`config.mk`:
```
export PLATFORM = sky130hd
export DESIGN_NAME = wcsr_top
export DESIGN_NICKNAME = d
export VERILOG_FILES = /design/src/rtl/wcsr_pkg.sv /design/src/rtl/wcsr_ctrl.sv /design/src/rtl/wcsr_datapath.sv /design/src/rtl/wcsr_top.sv
export SDC_FILE = /design/constraint.sdc
export NUM_CORES = 1
export LEC_CHECK = 0
export ABC_CLOCK_PERIOD_IN_PS = 1020
export BUFFER_PORTS_ARGS = -buffer_cell sky130_fd_sc_hd__clkbuf_2
export CORE_MARGIN = 2
export CORE_UTILIZATION = 40
export CTS_CLUSTER_SIZE = 8
export DETAILED_ROUTE_END_ITERATION = 10
export PLACE_DENSITY_LB_ADDON = 0.15
export SLEW_MARGIN = 20
export SYNTH_ARGS = -nofsm -noshare
export SYNTH_HDL_FRONTEND = slang
export SYNTH_SLANG_ARGS = --single-unit
```
`constraint.sdc`:
```
create_clock -name clk -period 1.02 [get_ports clk]
set_clock_uncertainty 0.05 [all_clocks]
set_input_delay 0.204 -clock clk [delete_from_list [all_inputs] [get_ports clk]]
set_output_delay 0.204 -clock clk [all_outputs]
set_load 0.01 [all_outputs]
```
`src/rtl/wcsr_pkg.sv`:
```
package wcsr_pkg;

  typedef enum logic [1:0] {
    SRC_HOLD   = 2'd0,
    SRC_ARRAY  = 2'd1,
    SRC_STATUS = 2'd2
  } rdSrcT;

  typedef struct packed {
    logic  captureLoad;
    logic  flipToggle;
    rdSrcT rdSrc;
  } strobeT;

endpackage

```
`src/rtl/wcsr_ctrl.sv`:
```
module wcsr_ctrl
  import wcsr_pkg::*;
(
  input  logic   busyIn,
  input  logic   protIn,
  input  logic   loadValid,
  input  logic   rdStrobe,
  output strobeT strobes
);

  logic statusMode;

  always_comb begin
    statusMode          = busyIn && !protIn;
    strobes.captureLoad = loadValid && !busyIn;
    strobes.flipToggle  = rdStrobe && statusMode;
    if (!rdStrobe)       strobes.rdSrc = SRC_HOLD;
    else if (statusMode) strobes.rdSrc = SRC_STATUS;
    else                 strobes.rdSrc = SRC_ARRAY;
  end

endmodule

```
`src/rtl/wcsr_datapath.sv`:
```
module wcsr_datapath
  import wcsr_pkg::*;
#(
  parameter int ADDR_W = 17,
  parameter int DATA_W = 8
) (
  input  logic              clk,
  input  logic              rstN,
  input  strobeT            strobes,
  input  logic              busyIn,
  input  logic              protIn,
  input  logic              rdStrobe,
  input  logic              loadValid,
  input  logic [ADDR_W-1:0] loadAddr,
  input  logic [DATA_W-1:0] loadData,
  input  logic [ADDR_W-1:0] rdAddr,
  input  logic [DATA_W-1:0] arrData,
  output logic [DATA_W-1:0] rdData
);

  localparam int DP_BIT = DATA_W - 1;
  localparam int TB_BIT = DATA_W - 2;

  logic [ADDR_W-1:0] lastAddr;
  logic [DATA_W-1:0] lastData;
  logic              haveLast;
  logic              toggleQ;
  logic [DATA_W-1:0] rdDataQ;
  logic              addrHit;
  logic [DATA_W-1:0] statusWord;

  assign addrHit = haveLast && (rdAddr == lastAddr);

  for (genvar i = 0; i < DATA_W; i++) begin : g_status
    if (i == DP_BIT) begin : g_dp
      assign statusWord[i] = addrHit ? ~lastData[DP_BIT] : 1'b0;
    end else if (i == TB_BIT) begin : g_tb
      assign statusWord[i] = toggleQ;
    end else begin : g_rsv
      assign statusWord[i] = 1'b0;
    end
  end

  always_ff @(posedge clk) begin
    if (!rstN) begin
      lastAddr <= '0;
      lastData <= '0;
      haveLast <= 1'b0;
      toggleQ  <= 1'b0;
      rdDataQ  <= '0;
    end else begin
      if (strobes.captureLoad) begin
        lastAddr <= loadAddr;
        lastData <= loadData;
        haveLast <= 1'b1;
      end
      if (strobes.flipToggle) toggleQ <= ~toggleQ;
      case (strobes.rdSrc)
        SRC_ARRAY:  rdDataQ <= arrData;
        SRC_STATUS: rdDataQ <= statusWord;
        default:    rdDataQ <= rdDataQ;
      endcase
    end
  end

  assign rdData = rdDataQ;

  assert_idle_pass_R2: assert property (@(posedge clk) disable iff (!rstN)
    (rdStrobe && !busyIn) |=> (rdData == $past(arrData)));

  assert_prot_pass_R10: assert property (@(posedge clk) disable iff (!rstN)
    (rdStrobe && protIn) |=> (rdData == $past(arrData)));

  assert_poll_invert_R4: assert property (@(posedge clk) disable iff (!rstN)
    (rdStrobe && busyIn && !protIn && haveLast && rdAddr == lastAddr)
      |=> (rdData[DP_BIT] != $past(lastData[DP_BIT])));

  assert_rsv_zero_R7: assert property (@(posedge clk) disable iff (!rstN)
    (rdStrobe && busyIn && !protIn) |=> (rdData[TB_BIT-1:0] == '0));

  assert_hold_R9: assert property (@(posedge clk) disable iff (!rstN)
    !rdStrobe |=> $stable(rdData));

  assert_busy_load_ignored_R8: assert property (@(posedge clk) disable iff (!rstN)
    (loadValid && busyIn) |=> ($stable(lastData) && $stable(lastAddr)));

  assert_toggle_quiet_R6: assert property (@(posedge clk) disable iff (!rstN)
    !(rdStrobe && busyIn && !protIn) |=> $stable(toggleQ));

endmodule

```
`src/rtl/wcsr_top.sv`:
```
module wcsr_top
  import wcsr_pkg::*;
#(
  parameter int ADDR_W = 17,
  parameter int DATA_W = 8
) (
  input  logic              clk,
  input  logic              rstN,
  input  logic              busyIn,
  input  logic              protIn,
  input  logic              loadValid,
  input  logic [ADDR_W-1:0] loadAddr,
  input  logic [DATA_W-1:0] loadData,
  input  logic              rdStrobe,
  input  logic [ADDR_W-1:0] rdAddr,
  input  logic [DATA_W-1:0] arrData,
  output logic [DATA_W-1:0] rdData
);

  strobeT strobes;

  wcsr_ctrl u_ctrl (
    .busyIn    (busyIn),
    .protIn    (protIn),
    .loadValid (loadValid),
    .rdStrobe  (rdStrobe),
    .strobes   (strobes)
  );

  wcsr_datapath #(
    .ADDR_W (ADDR_W),
    .DATA_W (DATA_W)
  ) u_dp (
    .clk       (clk),
    .rstN      (rstN),
    .strobes   (strobes),
    .busyIn    (busyIn),
    .protIn    (protIn),
    .rdStrobe  (rdStrobe),
    .loadValid (loadValid),
    .loadAddr  (loadAddr),
    .loadData  (loadData),
    .rdAddr    (rdAddr),
    .arrData   (arrData),
    .rdData    (rdData)
  );

endmodule

```
=== Yosys cells after proc, flatten, opt, wreduce, memory -nomap -nowiden ===
Cells that the tools add are included.

* Flip-flop bits (word level): 35
* Input bits: 56

* Bitwise logic cells: 2
* Muxes and demuxes: 4
* Equal/unequal tests: 3
* Reduce and logical (&&, ||, !) cells: 7

{| class="wikitable"
|+ Operators with widths
! operator !! number
|-
| equality test 17 bit || 1
|-
| one-hot mux 8 bit (2 select lines) || 1
|-
| logical AND 1 bit || 4
|-
| 2-to-1 mux 2 bit || 2
|-
| equality test 2 x 1 -> 1 bit, second input constant || 1
|-
| equality test 2 bit, second input constant || 1
|-
| logical NOT 1 bit || 2
|-
| NOT 1 bit || 2
|-
| nonzero test 2 bit || 1
|-
| 2-to-1 mux 1 bit || 1
|}

=== Longest topological paths before layout ===
Gate-level depths: netlist (run 1).

* Word-level depth: 6
* Mapped depth: 5
* Gate-level depth less buffers: 4

=== Modules after synthesis ===
Synthesis (run 1) repeated with hierarchy kept, for this count alone.

* Cell total of the unflattened synthesis: 123
* Area total of the unflattened synthesis: 1,298.7 µm²

{| class="wikitable"
|+ Modules (own cells, without submodules)
! module !! instances !! seq. area each (µm²) !! area each (µm²) !! cells each
|-
| wcsr_datapath || 1 || 560.5 || 1,267.5 || 118
|-
| wcsr_ctrl || 1 || 0.0 || 31.3 || 5
|}

=== Least setup slack after synthesis (run 1) ===
OpenSTA, ideal clock, no wires.

* Path type: register to register
* From: register, netlist name u_dp.rdData[7]
* To: register u_dp.rdDataQ[7] (netlist: u_dp.rdData[7])
* Stages on the path, launching flop included: 5
* Data required time: 897 ps
* Slack: 0 ps
* Data arrival time: 897 ps
* Buffers on the path: 0
* Clock period less this slack: 1,020 ps
* Cells stage by stage: dfxtp_1 > o211ai_2 > nor4_2 > nand2_1 > o22ai_2

{| class="wikitable"
|+ RTL lines
! item !! line !! RTL
|-
| to (signal assigned) || wcsr_datapath.sv:59 || <nowiki>SRC_ARRAY: rdDataQ <= arrData;</nowiki>
|-
| to (signal assigned) || wcsr_datapath.sv:60 || <nowiki>SRC_STATUS: rdDataQ <= statusWord;</nowiki>
|-
| to (signal assigned) || wcsr_datapath.sv:61 || <nowiki>default: rdDataQ <= rdDataQ;</nowiki>
|-
| to (decl) || wcsr_datapath.sv:28 || <nowiki>logic [DATA_W-1:0] rdDataQ;</nowiki>
|}

=== Final worst setup path (run 1) ===
* From: register u_dp.lastAddr[7]
* To: register u_dp.rdDataQ[7] (netlist: u_dp.rdData[7])

* Cells in the longest elaborated chain, start to end: 4

{| class="wikitable"
|+ Ends and longest elaborated chain
! item !! line !! RTL
|-
| from (decl) || wcsr_datapath.sv:24 || <nowiki>logic [ADDR_W-1:0] lastAddr;</nowiki>
|-
| from (signal assigned) || wcsr_datapath.sv:53 || <nowiki>lastAddr <= loadAddr;</nowiki>
|-
| equality test 17 bit || wcsr_datapath.sv:32 || <nowiki>assign addrHit = haveLast && (rdAddr == lastAddr);</nowiki>
|-
| logical AND 1 bit || wcsr_datapath.sv:32 ||
|-
| 2-to-1 mux 1 bit || wcsr_datapath.sv:36 || <nowiki>assign statusWord[i] = addrHit ? ~lastData[DP_BIT] : 1'b0;</nowiki>
|-
| one-hot mux 8 bit (2 select lines) || wcsr_datapath.sv:58 || <nowiki>case (strobes.rdSrc)</nowiki>
|}

No other way between the ends.
A chain may end at the register's enable or synchronous reset.

==> results of run 1 <==
-- placed cells by master, fill, tap and decap left out --
master	instances
clkbuf_2	48
nand2_1	39
a21boi_1	18
xor2_1	16
dfxtp_1	15
dfxtp_2	13
buf_4	10
buf_6	9
mux2i_1	8
nor2_1	6
nor4_2	5
clkbuf_4	3
nand2b_1	2
nor2b_1	1
nand3b_1	1
o211ai_2	1
xor2_2	1
nand3_1	1
o22ai_2	1
xnor2_1	1
and2_1	1
o21a_1	1
o211a_1	1
clkbuf_8	1
buf_12	1
-- registers in the layout, indices dropped and copies added (netlist names) --
signal,flops
u_dp.lastAddr,17
u_dp.haveLast,1
u_dp.rdData,8
u_dp.toggleQ,1
u_dp.lastData,1
-- kinds of logic after synthesis --
| group | synth area share |
|---|---|
| flops | 0.443 |
| simple gates | 0.193 |
| mux | 0.0632 |
| compound gates | 0.140 |
| xor+xnor | 0.125 |
| buf+inv | 0.0366 |
-- how the worst max path moves through the flow --
stage | start | end | slack (ns) | depth (start not counted)
floorplan | u_dp.rdData[7]$_SDFFE_PN0P_ | u_dp.rdData[7]$_SDFFE_PN0P_ | 0.00005 | 4
global placement | protIn | u_dp.rdData[7]$_SDFFE_PN0P_ | -0.18 | 5
detailed placement | protIn | u_dp.rdData[7]$_SDFFE_PN0P_ | -0.17 | 5
CTS | u_dp.rdData[7]$_SDFFE_PN0P_ | rdData[7] | -0.14 | 2
global route | u_dp.lastAddr[7]$_SDFFE_PN0P_ | u_dp.rdData[7]$_SDFFE_PN0P_ | -0.28 | 4
finish | u_dp.lastAddr[7]$_SDFFE_PN0P_ | u_dp.rdData[7]$_SDFFE_PN0P_ | -0.15 | 4
-- worst max-delay path, stage by stage, from the launching register on --
cell and delay (ns):
dfxtp_1 0.35, xor2_1 0.18, nor4_2 0.30, nand3_1 0.12, o22ai_2 0.12
-- repair_timing --
action,CTS,global route
gates resized for setup,15,20
endpoints found under the hold margin,0,0
buffers inserted,1,0
setup endpoints to repair,9,9
pin swaps,8,1
-- report_power, final --
| group | total (mW) | switching [mW] | internal, mW |
|---|---|---|---|
| clock network | 0.549 | 0.330 | 0.219 |
| logic | 0.404 | 0.177 | 0.227 |
| registers | 1.19 | 0.0375 | 1.16 |
| total | 2.15 | 0.545 | 1.60 |
-- metal layers --
| layer | wire (um) | share of wire | track usage |
|---|---|---|---|
| met2 | 1500 | 0.53 | 0.286 |
| met4 | 38 | 0.013 | 0.0476 |
| met1 | 1150 | 0.41 | 0.200 |
| met3 | 139 | 0.049 | 0.0260 |
| met5 | 0 | 0 | 0 |
-- stage by stage --
stage	setup slack (ns)	hold slack [ns]	power, mW
2_1_floorplan	0.0000537	0.289	1.39
3_3_place_gp	-0.181	0.376	1.56
3_5_place_dp	-0.169	0.384	1.57
4_1_cts	-0.137	0.0101	2.13
5_1_grt	-0.277	0.00720	2.26
6_report	-0.154	0.0126	2.15
-- cell type report --
type | instances | area, um2 | share of cell area
well taps | 44 | 55.1 | 0.0306
multi-input cells | 104 | 692 | 0.385
repair buffers | 68 | 437 | 0.243
clock buffers | 4 | 36.3 | 0.0202
flip-flops and latches | 28 | 577 | 0.321
==> results.cfg, run 1 <==
[cts]
cts.sinks = 28
htreeDepth = 1
clk_pin_slew_worst_paths_ns = 0.15
hold_buffers = 0
cts_buffers = 3
tritoncts = yes
cts_root_buffer = clkbuf_4
clock_path_buffers = 2
insertion_delay_ns = 0.33

[synthesis]
synth_top_area_frac = 0.443
synth_edf_count = 0
syn_inst = 139
yosys_register_bits = 28
syn_area_per_cell_um2 = 9.11
synth_common_cells = 39 x nand2_1, 28 x dfxtp_1, 18 x a21boi_1
async_flop_share = 0
yosys.area.top_type = dfxtp_1
yosysUniqueCellTypes = 22
synth_area_um2 = 1270
synth_warnings = 0
dominantRegCellSynth = dfxtp_1
syn_nets = 195
yosysMostFrequentCell = nand2_1
synthTopCellsByArea = dfxtp_1 44%, xor2_1 12%, nand2_1 12%, a21boi_1 11%, mux2i_1 6.3%
synth-seq-area-share = 0.443

[sta]
drv_slew = 0
maxSlewHeadroom = 0.833
tightest_slew_ns = 0.249
max_freq_ghz = 0.851
rsz0062_at_grt = true
setup_ws_ns = -0.154
fin_tns_setup_ns = -0.495
finalSetupViolCount = 9
period_needed_ns = 1.17
hold_violations = 0
final.period_utilization = 1.15

[floorplanning]
row_count = 20
design.core.area_um2 = 3030
die_y_um = 60.3
die-width_um = 60.3
initial_core_util = 0.418
io_pins = 64
die_area_um2 = 3630

[critical_path]
start_kind = register
reg2reg_from = u_dp.lastAddr[7]$_SDFFE_PN0P_
r2r_setup_slack_ns = -0.15
r2r-end = u_dp.rdData[7]$_SDFFE_PN0P_
rr_worst_depth = 4
cp-end-kind = register
crit_fanout = 2
cp.arrival_ns = 1.40
crit_required_ns = 1.24
crit_type = reg2reg

[drt]
drt_wl_total_um = 2830
wl_per_cell_um = 11.4
vias = 1147
routed_via_density = 4.63
drt_iter0_drc = 18
route.detailed.drc = 0
dr.pass1.iters = 4
ant_nets = 0

[power_and_ir_drop]
leakage_nw = 0.858
peakVddDrop_uv = 751
p_per_area_nw_per_um2 = 1190

[place]
portBuffers = 56
dp_cells = 243
gp_congestion = 0.793
dp_hpwl_um = 2160
placed_cell_area_um2 = 1650

[layout]
postLayoutCellArea_um2 = 1800
final_cells = 248
final_nets = 261
drive_above_1_share = 0.456
fin_util = 0.593
syn2layout_area_growth_pct = 41.9
fillers = 289
num_antenna_cells = 0

[global_routing]
grt_max_degree = 21
grt_antenna_before_repair = 0
overflow = 0
track_usage = 0.162
grt_pass1_wl_um = 4390
grt_pass1_vias = 1061

[hold_path]
hp-start = loadAddr[5]
whs_endpoint = u_dp.lastAddr[5]$_SDFFE_PN0P_
hold_depth = 3
min_path_type = in2reg

[job]
cap_violations = 0

[run_status]
violations = negative setup slack
outcome = finished, violations left
Power figures use the tool's default switching activity.
==> run 2, diff against run 1 <==
- CORE_UTILIZATION: 40 -> 35
==> run 2 against run 1 <==
Effect of this change:
- the run still ends with negative setup slack left
- power is 5.1% lower
- sequential share of layout area is 0.15 points higher
- setup slack better by 0.015 ns
- sequential power hardly changed
- core utilization is 7.3 points lower
- hold slack better by 0.022 ns
- wire length is 4.7% higher
- global-route usage is 1.7 points lower
- combinational power hardly changed
- cell area is 1.1% lower
- via count is 1.2% lower
- cell count is 1.2% higher
- critical path type unchanged
- critical endpoint unchanged
- largest cell class unchanged
- largest power group unchanged
==> results.cfg, run 2 (synthesized netlist as in run 1, its figures left out) <==
[cts]
cts_root_buffer = clkbuf_4
clock_path_buffers = 2
cts.sinks = 28
htreeDepth = 1
cts_buffers = 3
insertion_delay_ns = 0.31
tritoncts = yes
hold_buffers = 0
clk_pin_slew_worst_paths_ns = 0.14

[hold_path]
min_path_type = in2reg

[run_status]
violations = negative setup slack
outcome = finished, violations left

[critical_path]
crit_type = reg2reg
cp-end-kind = register
cp.arrival_ns = 1.36
start_kind = register
crit_fanout = 2
crit_required_ns = 1.22

[sta]
max_freq_ghz = 0.862
rsz0062_at_grt = true
period_needed_ns = 1.16
setup_ws_ns = -0.140
final.period_utilization = 1.14
fin_tns_setup_ns = -0.311
maxSlewHeadroom = 0.827
hold_violations = 0
drv_slew = 0
finalSetupViolCount = 9
tightest_slew_ns = 0.257

[drt]
dr.pass1.iters = 4
ant_nets = 0
drt_wl_total_um = 2970
wl_per_cell_um = 11.8
routed_via_density = 4.51
vias = 1133
route.detailed.drc = 0
drt_iter0_drc = 24

[layout]
layout_common_cells = 48 x clkbuf_2, 39 x nand2_1, 18 x a21boi_1, 18 x dfxtp_1, 17 x xor2_1
regMostFlops = u_dp.lastAddr
num_antenna_cells = 0
fillers = 347
drive_above_1_share = 0.429
final_common_cell = clkbuf_2
fin_util = 0.520
largest_reg_flops = 17
final_nets = 263
syn2layout_area_growth_pct = 40.3

[place]
gp_congestion = 0.713
portBuffers = 56
dp_hpwl_um = 2330

[global_routing]
grt_antenna_before_repair = 0
overflow = 0
grtUsageMet1 = 0.189
grt_busiest_layer = met2
grt_pass1_vias = 1126
use_met3 = 0.0246
grt_max_degree = 21
track_usage = 0.145
grt_util_met2 = 0.243
grt_pass1_wl_um = 4730

[power_and_ir_drop]
power_frac_seq = 0.586
p_comb_frac = 0.198
peakVddDrop_uv = 494
switching_power_mw = 0.514
p_per_area_nw_per_um2 = 1150
clock_power_share = 0.216
power.internal_mw = 1.52
leakage_nw = 0.859
swShare = 0.252

[floorplanning]
io_pins = 64
die_y_um = 64.1
die_area_um2 = 4110
design.core.area_um2 = 3420
row_count = 21
initial_core_util = 0.371
die-width_um = 64.1

[job]
cap_violations = 0
## run 2: cell types whose count changed in the layout (fill, tap and decap cells not counted), sizes merged
cell	previous run	this run
buf	20	22
clkbuf	52	51
## run 2: area by class of cell
class / instances / area (um2) / share of cell area
tap: 46 / 57.6 / 0.0324
sequential: 28 / 573 / 0.323
timing repair buffer: 70 / 452 / 0.254
multi-input combinational: 104 / 672 / 0.378
clock buffer: 3 / 22.5 / 0.0127
## run 2: worst paths after layout
kind	slack (ns)	start	depth (start not counted)	to
min	0.03	loadAddr[13]	3	u_dp.lastAddr[13]$_SDFFE_PN0P_
max	-0.14	u_dp.lastAddr[2]$_SDFFE_PN0P_	4	u_dp.rdData[7]$_SDFFE_PN0P_
max reg2reg	-0.14	u_dp.lastAddr[2]$_SDFFE_PN0P_	4	u_dp.rdData[7]$_SDFFE_PN0P_
min reg2reg	0.43	u_dp.lastAddr[8]$_SDFFE_PN0P_	2	u_dp.lastAddr[8]$_SDFFE_PN0P_
## run 2: per-stage QoR
| step | hold WS [ns] | cells | cell area [um2] | power, mW | worst slack [ns] |
|---|---|---|---|---|---|
| final | 0.0342 | 251 | 1780 | 2.04 | -0.140 |
| after CTS | 0.0205 | 251 | 1720 | 2.04 | -0.159 |
| after detailed placement | 0.383 | 246 | 1660 | 1.58 | -0.208 |
| after floorplan | 0.289 | 139 | 1270 | 1.39 | 0.0000537 |
| after global placement | 0.376 | 246 | 1660 | 1.57 | -0.196 |
| after global routing | 0.00900 | 251 | 1780 | 2.15 | -0.182 |
## run 2: repair_timing
action / CTS / global route
endpoints found under the hold margin: 0 / 0
pin swaps: 2 / 3
gates resized for setup: 11 / 18
endpoints found under the setup margin: 9 / 9
setup buffers: 2 / 0
## run 2: power groups by stage
stage	Combinational, mW	Sequential, mW	Clock [mW]
floorplan	0.178	1.21	0
global placement	0.363	1.21	0
detailed placement	0.371	1.21	0
CTS	0.384	1.19	0.471
global route	0.445	1.20	0.509
finish	0.403	1.19	0.441
## run 2: per-layer routing
metal  vias up  routed length, um
met5         -                  0
met3         2                157
met2        34               1390
li1        591                  -
met4         0                 22
met1       506               1390
## run 2: worst max-delay path, cell delays in order (launching register included)
cell and delay [ns]:
dfxtp_2 0.35, xor2_1 0.16, nor4_2 0.31, nand3_1 0.13, o22ai_2 0.10
